**src/rtl/mst_pkg.sv**
```systemverilog
package mst_pkg;
  localparam int NVEC = 3;
  localparam int IW   = 2;
  localparam logic [IW-1:0] LAST_VEC = IW'(NVEC - 1);
endpackage

```
**src/rtl/mst_opgen.sv**
```systemverilog
module mst_opgen
  import mst_pkg::*;
#(
  parameter int W = 32
) (
  input  logic          clk,
  input  logic          rst,
  input  logic          vload,
  input  logic          vclr,
  input  logic [IW-1:0] vsel,
  output logic [W-1:0]  op_a,
  output logic [W-1:0]  op_b
);
  localparam logic [W-1:0] ONES = '1;
  logic [W-1:0] alt;

  genvar gi;
  generate
    for (gi = 0; gi < W; gi++) begin : g_alt
      assign alt[gi] = (gi % 2 == 1);
    end
  endgenerate

  always_ff @(posedge clk) begin
    if (rst || vclr) begin
      op_a <= '0;
      op_b <= '0;
    end else if (vload) begin
      case (vsel)
        2'd1:    begin op_a <= ONES; op_b <= alt;  end
        2'd2:    begin op_a <= alt;  op_b <= ONES; end
        default: begin op_a <= '0;   op_b <= '0;   end
      endcase
    end
  end
endmodule

```
**src/rtl/mst_cmp.sv**
```systemverilog
module mst_cmp
  import mst_pkg::*;
#(
  parameter int W = 32
) (
  input  logic            valid,
  input  logic [IW-1:0]   vidx,
  input  logic [2*W-1:0]  prod,
  output logic            mismatch
);
  function automatic logic [2*W-1:0] ref_prod();
    logic [2*W-1:0] a;
    logic [2*W-1:0] b;
    a = '0;
    b = '0;
    for (int i = 0; i < W; i++) begin
      a[i] = 1'b1;
      b[i] = (i % 2 == 1);
    end
    return a * b;
  endfunction

  localparam logic [2*W-1:0] EXP_ZERO = '0;
  localparam logic [2*W-1:0] EXP_MIX  = ref_prod();

  logic [2*W-1:0] exp_val;

  always_comb begin
    case (vidx)
      2'd0:    exp_val = EXP_ZERO;
      default: exp_val = EXP_MIX;
    endcase
    mismatch = valid && (prod != exp_val);
  end
endmodule

```
**src/rtl/mst_seq.sv**
```systemverilog
module mst_seq
  import mst_pkg::*;
#(
  parameter bit RUN_AT_RESET = 1'b1
) (
  input  logic          clk,
  input  logic          rst,
  input  logic          start,
  input  logic          mismatch,
  output logic          busy,
  output logic          done,
  output logic          fail,
  output logic [IW-1:0] fail_idx,
  output logic [IW-1:0] vidx,
  output logic [IW-1:0] vsel,
  output logic          vload,
  output logic          vclr
);
  logic boot_pend;
  logic launch;
  logic at_last;

  assign launch  = (start || boot_pend) && !busy;
  assign at_last = (vidx == LAST_VEC);

  always_comb begin
    vsel  = launch ? '0 : IW'(vidx + 1'b1);
    vload = launch || (busy && !at_last);
    vclr  = busy && at_last;
  end

  always_ff @(posedge clk) begin
    if (rst) begin
      busy      <= 1'b0;
      done      <= 1'b0;
      fail      <= 1'b0;
      fail_idx  <= '0;
      vidx      <= '0;
      boot_pend <= RUN_AT_RESET;
    end else if (launch) begin
      busy      <= 1'b1;
      done      <= 1'b0;
      fail      <= 1'b0;
      fail_idx  <= '0;
      vidx      <= '0;
      boot_pend <= 1'b0;
    end else if (busy) begin
      if (mismatch && !fail) begin
        fail     <= 1'b1;
        fail_idx <= vidx;
      end
      if (at_last) begin
        busy <= 1'b0;
        done <= 1'b1;
        vidx <= '0;
      end else begin
        vidx <= IW'(vidx + 1'b1);
      end
    end
  end
endmodule

```
**src/rtl/mul_selftest.sv**
```systemverilog
module mul_selftest #(
  parameter int W            = 32,
  parameter bit RUN_AT_RESET = 1'b1
) (
  input  logic           clk,
  input  logic           rst,
  input  logic           start,
  output logic [W-1:0]   op_a,
  output logic [W-1:0]   op_b,
  input  logic [2*W-1:0] prod,
  output logic           busy,
  output logic           done,
  output logic           fail,
  output logic [1:0]     fail_idx
);
  logic       mismatch;
  logic [1:0] vidx;
  logic [1:0] vsel;
  logic       vload;
  logic       vclr;

  mst_seq #(.RUN_AT_RESET(RUN_AT_RESET)) u_seq (
    .clk(clk), .rst(rst), .start(start), .mismatch(mismatch),
    .busy(busy), .done(done), .fail(fail), .fail_idx(fail_idx),
    .vidx(vidx), .vsel(vsel), .vload(vload), .vclr(vclr)
  );

  mst_opgen #(.W(W)) u_opgen (
    .clk(clk), .rst(rst), .vload(vload), .vclr(vclr), .vsel(vsel),
    .op_a(op_a), .op_b(op_b)
  );

  mst_cmp #(.W(W)) u_cmp (
    .valid(busy), .vidx(vidx), .prod(prod), .mismatch(mismatch)
  );
endmodule

```
**config.mk**
```make
export PLATFORM = sky130hd
export DESIGN_NAME = mul_selftest
export DESIGN_NICKNAME = d
export VERILOG_FILES = /design/src/rtl/mst_pkg.sv /design/src/rtl/mst_opgen.sv /design/src/rtl/mst_cmp.sv /design/src/rtl/mst_seq.sv /design/src/rtl/mul_selftest.sv
export SDC_FILE = /design/constraint.sdc
export NUM_CORES = 1
export LEC_CHECK = 0
export BUFFER_PORTS_ARGS = -buffer_cell sky130_fd_sc_hd__buf_2
export CAP_MARGIN = 20
export CORE_MARGIN = 2
export CORE_UTILIZATION = 35
export CTS_BUF_LIST = sky130_fd_sc_hd__clkbuf_2 sky130_fd_sc_hd__clkbuf_4 sky130_fd_sc_hd__clkbuf_8
export CTS_CLUSTER_DIAMETER = 120
export DETAILED_ROUTE_END_ITERATION = 8
export PLACE_DENSITY = 0.83
export REMOVE_ABC_BUFFERS = 1
export SYNTH_ARGS = -nofsm -noshare
export SYNTH_HDL_FRONTEND = slang
export SYNTH_SLANG_ARGS = --single-unit
```
**constraint.sdc**
```tcl
create_clock -name clk -period 2.5 [get_ports clk]
set_clock_uncertainty 0.15 [all_clocks]
set_input_delay 0.5 -clock clk [delete_from_list [all_inputs] [get_ports clk]]
set_output_delay 0.5 -clock clk [all_outputs]
set_load 0.005 [all_outputs]
```
Word-level counts from Yosys, hierarchy flattened. Cells that the tools add are included.

Eq/ne operators: 4. Reduce and logical (&&, ||, !) cells: 15. Multiplexer cells: 8. $add $sub $neg: 1.

Operator list (number): case mux 32 bit (2 select lines) (2); two-way mux 64 bit (1); inequality test 64 bit (1); logical AND 1 bit (5); equality test 2 bit, second input constant (2); two-way mux 2 bit (2); AND reduction 2 bit (2); zero test 1 bit (3); logical OR 1 bit (3); two-way mux 1 bit (3); adder 2 x 1 -> 2 bit, second input constant (1); equality test 2 x 1 -> 1 bit, second input constant (1); zero test 2 bit (1); OR reduction 2 bit (1).

Register bits after elaboration: 72. Output and inout port bits: 69. Word-level logic and storage cells: 36. Input port bits: 67.

Depth between registers and ports, before layout.
Word-level depth: 6. Depth in mapped cells: 9. Gate-level depth less buffers: 8.

Cells and area by module. From an unflattened synthesis, not the netlist that was laid out.

Cells, all modules: 144. Area, all modules: 1229.9 µm².

By module, submodules not included: mst_opgen (cells an instance 74, times used 1, area each 599.3 µm², seq. area each 60.1 µm²); mst_seq (cells an instance 36, times used 1, area each 382.9 µm², seq. area each 160.2 µm²); mst_cmp (cells an instance 34, times used 1, area each 247.7 µm², seq. area each 0.0 µm²).

Worst setup path before layout. OpenSTA, ideal clock, no wires.

Path kind: input port to flip-flop. Start point: in start. End point: reg u_opgen.op_b[29]. Data arrival time: 1.628 ns. Required time: 2.280 ns. Buffers on the path: 0. Library setup time: 0.070 ns. Cell stages on the path: 5. Setup slack: 0.652 ns. Cell sequence: o21ai_0 > nand2_1 > ha_1 > or3_1 > a21oi_1.

Cells in the longest elaborated chain, start to end: 5. Elaborated cells between the ends (all ways): 7. Classes of those cells: eq/ne (2); mux (2); reduce/logical (3).

Ends and longest elaborated chain: start, declared (line mul_selftest.sv:7) `input logic start,`; logical OR 1 bit (*) (line mst_seq.sv:23) `assign launch = (start || boot_pend) && !busy;`; logical AND 1 bit (*) (line mst_seq.sv:23); two-way mux 2 bit (line mst_seq.sv:27) `vsel = launch ? '0 : IW'(vidx + 1'b1);`; equality test 2 bit / equality test 2 x 1 -> 1 bit (equally long branches) (line mst_opgen.sv:29) `case (vsel)`; case mux 32 bit (2 select lines) (line mst_opgen.sv:29); end signal, assigned (line mst_opgen.sv:30) `2'd1: begin op_a <= ONES; op_b <= alt; end`; end signal, assigned (line mst_opgen.sv:31) `2'd2: begin op_a <= alt; op_b <= ONES; end`; end signal, assigned (line mst_opgen.sv:32) `default: begin op_a <= '0; op_b <= '0; end`; end, declared (line mst_opgen.sv:12) `output logic [W-1:0] op_b`.

Mark *: on every way between the ends. The rest lies on a longest branch, timed or not. A chain may end at the register's enable or synchronous reset.

Worst setup path after layout.
Start point: reg u_seq.busy. End point: reg u_opgen.op_b[29].

Cells in the longest elaborated chain, start to end: 5. Elaborated cells between the ends (all ways): 10. Classes of those cells: eq/ne (2); mux (2); reduce/logical (6).

Ends and longest elaborated chain: start, declared (line mst_seq.sv:10) `output logic busy,`; start signal, assigned (line mst_seq.sv:34) `busy <= 1'b0;`; start signal, assigned (line mst_seq.sv:41) `busy <= 1'b1;`; start signal, assigned (line mst_seq.sv:53) `busy <= 1'b0;`; zero test 1 bit (line mst_seq.sv:23); logical AND 1 bit (line mst_seq.sv:23); two-way mux 2 bit (line mst_seq.sv:27); equality test 2 bit / equality test 2 x 1 -> 1 bit (equally long branches) (line mst_opgen.sv:29); case mux 32 bit (2 select lines) (line mst_opgen.sv:29).

Several ways; a longest one is shown, not always the timed one.

==> flow_summary.ini <==
[status]
status = complete, no violations

[clock_tree]
post_cts.repair.setup_buffers = 0
clock_tree.htree_level_count = 1
worst_skew_pair_latency_ns = 0.26
cts-resized-gates = 0
clk_transition_reported_paths_ns = 0.06
cts_inserted_buffers = 3
tritoncts = yes
clock_tree.root_cell = clkbuf_4
cts_hold_buf = 0
cts.sink_count = 11
cts.path.max_buffers = 2

[timing]
maxClockFrequency_mhz = 484
finalHoldWorstSlack_ns = 0.322
tightestPinTransition_ns = 0.725
post-route-min-period_ns = 2.07
number_of_hold_violations_in_the_final_report = 0
unrepaired_setup_endpoints_after_global_routing = no
timing.max_slew.rel_slack = 0.516
final.period_utilization = 0.826
setup_violations = 0
timing_max_transition_violations_final = 0
setup_total_neg_slack_ns = 0

[setup_path]
timing.critical_path.arrival_ns = 2.11
critical_path_class = reg2reg
critical_path.max_fanout = 9
worst_setup_path_start_kind = register
setup.worst_path.end_class = register
timing.critical_path.required_ns = 2.54

[routing]
drtAntennaViolNets = 0
vias_per_cell = 4.52
detailed_routing_iteration_count_for_the_pre_antenna_repair_pass = 4
drtIter0Drc = 23
dr_total_vias = 1239
wl_um = 2770
route.detailed.drc = 0
route.detailed.wl_per_inst_um = 10.1

[synthesis]
yosys.cell_count.top_type = buf_4
yosysUniqueCellTypes = 25
synthTopCellsByCount = buf_4, nor4_1, nand4_1, dfxtp_1, nor2_1
synthXorXnorAreaFrac = 0
synth_cells = 151
synth-edff-count = 0
combinational_family_with_the_most_area_after_synthesis = buffers and inverters
synth-compound-area-share = 0.107
postSynth.topFlopCell = dfxtp_1
synth-warning-count = 0
muxShareOfSynthArea = 0.0169
synth_largest_type_area_fraction = 0.386
synth-simple-area-share = 0.232
seq_area_frac_synth = 0.185
yosys-top-cells-area = buf_4, dfxtp_1, nor4_1, nand4_1, ha_1
synth_adder_area_share = 0.0527
synth.avg_cell_area_um2 = 7.86
post_synth_instance_area_um2 = 1190
synth.largest_area_cell = buf_4
async_set_or_reset_register_ratio_after_synthesis = 0
synth-seq-cells = 11

[floorplan]
core_area_um2 = 3280
num_io_pins = 136
floorplan.die_area_um2 = 3870
chipWidth_um = 62.2
row_count = 21
die_h_um = 62.2
starting_density = 0.362

[global_route]
grt_pass1_vias = 1050
number_of_antenna_violations_at_the_first_check_in_global_routing = 0
grtUsageTotal = 0.137
pin_count_of_the_biggest_net_entering_global_routing = 34
total_global_routing_overflow = 0
grt_pass1_wl_um = 4490

[placed_design]
place.detailed.instances = 270
gp_congestion = 0.758
buffer_ports.inserted = 135
hpwlAfterDp_um = 2420

[power]
ratio_of_total_power_to_cell_area_nw_per_um2 = 367
worst_ir_drop_vdd_mv = 0.311
totalPowerFinal_mw = 0.546
leakagePower_nw = 0.852

[cells_and_area]
final_antenna_diode_count = 0
num-nets-final = 301
finalNonFillerCells = 274
layout_cells_sized_above_1 = 0.614
num-fill-cells = 330
layout-area-overhead-vs-synth_pct = 25.3

[hold_path]
hold_path_class = in2reg

[run]
drv.max_cap_violation_count = 0
through the flow:
step                      instance area [um2]  setup WS, ns  utilization
after global placement                   1460         0.479        0.444
after detailed placement                 1460         0.403        0.444
after global routing                     1490         0.307        0.453
after floorplan                           724         0.542            -
final                                    1490         0.434        0.453
after CTS                                1490         0.432        0.453
worst max-delay path: stages, from the launching register on:
cell and delay (ns):
dfxtp_1 0.53, inv_1 0.17, o21ai_0 0.19, nand2_1 0.13, ha_1 0.31, or3_1 0.34
a21oi_1 0.17
final timing paths:
kind	from	end	slack, ns	cells after the start
worst max-delay path	u_seq.busy	u_opgen.op_b[29]	0.43	6
worst min-delay path	rst	u_opgen.op_b[30]	0.32	2
worst max register to register	u_seq.busy	u_opgen.op_b[29]	0.43	6
worst min register to register	u_seq.fail_idx[1]	u_seq.fail_idx[1]	0.33	2
cell usage in the layout (no fill, tap or decap), drive strengths merged:
cell / netlist / layout
buf: 62 / 135
nor4: 19 / 19
nand4: 14 / 14
dfxtp: 11 / 11
nor2: 7 / 7
inv: 5 / 5
a21oi: 5 / 5
ha: 5 / 5
o21ai: 4 / 4
clkbuf: 0 / 4
o311ai: 3 / 3
nand2: 2 / 2
nor3: 2 / 2
mux2i: 2 / 2
a22oi: 2 / 2
nand2b: 1 / 1
a211oi: 1 / 1
or3: 1 / 1
or2: 1 / 1
o21a: 1 / 1
a2111o: 1 / 1
o211ai: 1 / 1
a21o: 1 / 1
area by class of cell:
| type | instances | area [um2] | share of cell area |
|---|---|---|---|
| Multi-Input combinational cell | 73 | 485 | 0.326 |
| Inverter | 5 | 18.8 | 0.0126 |
| Tap cell | 46 | 57.6 | 0.0387 |
| Sequential cell | 11 | 220 | 0.148 |
| Timing Repair Buffer | 135 | 676 | 0.454 |
| Clock buffer | 4 | 30.0 | 0.0202 |
routing by layer:
metal,vias to the layer above,global-route usage,part of all wire
met5,-,0,0
met2,58,0.269,0.52
met3,4,0.0435,0.081
met1,527,0.143,0.39
met4,0,0.0250,0.0083
li1,650,-,-
cell families (layout without fill, tap and decap cells):
family / after synthesis / in the layout
buf+inv: 67 / 144
simple gates: 47 / 47
compound gates: 19 / 19
flops: 11 / 11
fa+ha+maj: 5 / 5
mux: 2 / 2
registers in the layout (all words and copies together) (netlist names):
| name | flops |
|---|---|
| u_seq.busy | 1 |
| u_seq.fail_idx | 2 |
| u_opgen.op_b | 2 |
| u_seq.vidx | 2 |
| u_seq.done | 1 |
| u_seq.boot_pend | 1 |
| u_opgen.op_a | 1 |
| u_seq.fail | 1 |
power by group:
| group | switching [mW] | internal (mW) | leakage (nW) |
|---|---|---|---|
| combinational | 0.0930 | 0.116 | 0.744 |
| sequential | 0.0248 | 0.185 | 0.0902 |
| clock | 0.0551 | 0.0726 | 0.0184 |
Power figures use the tool's default switching activity.
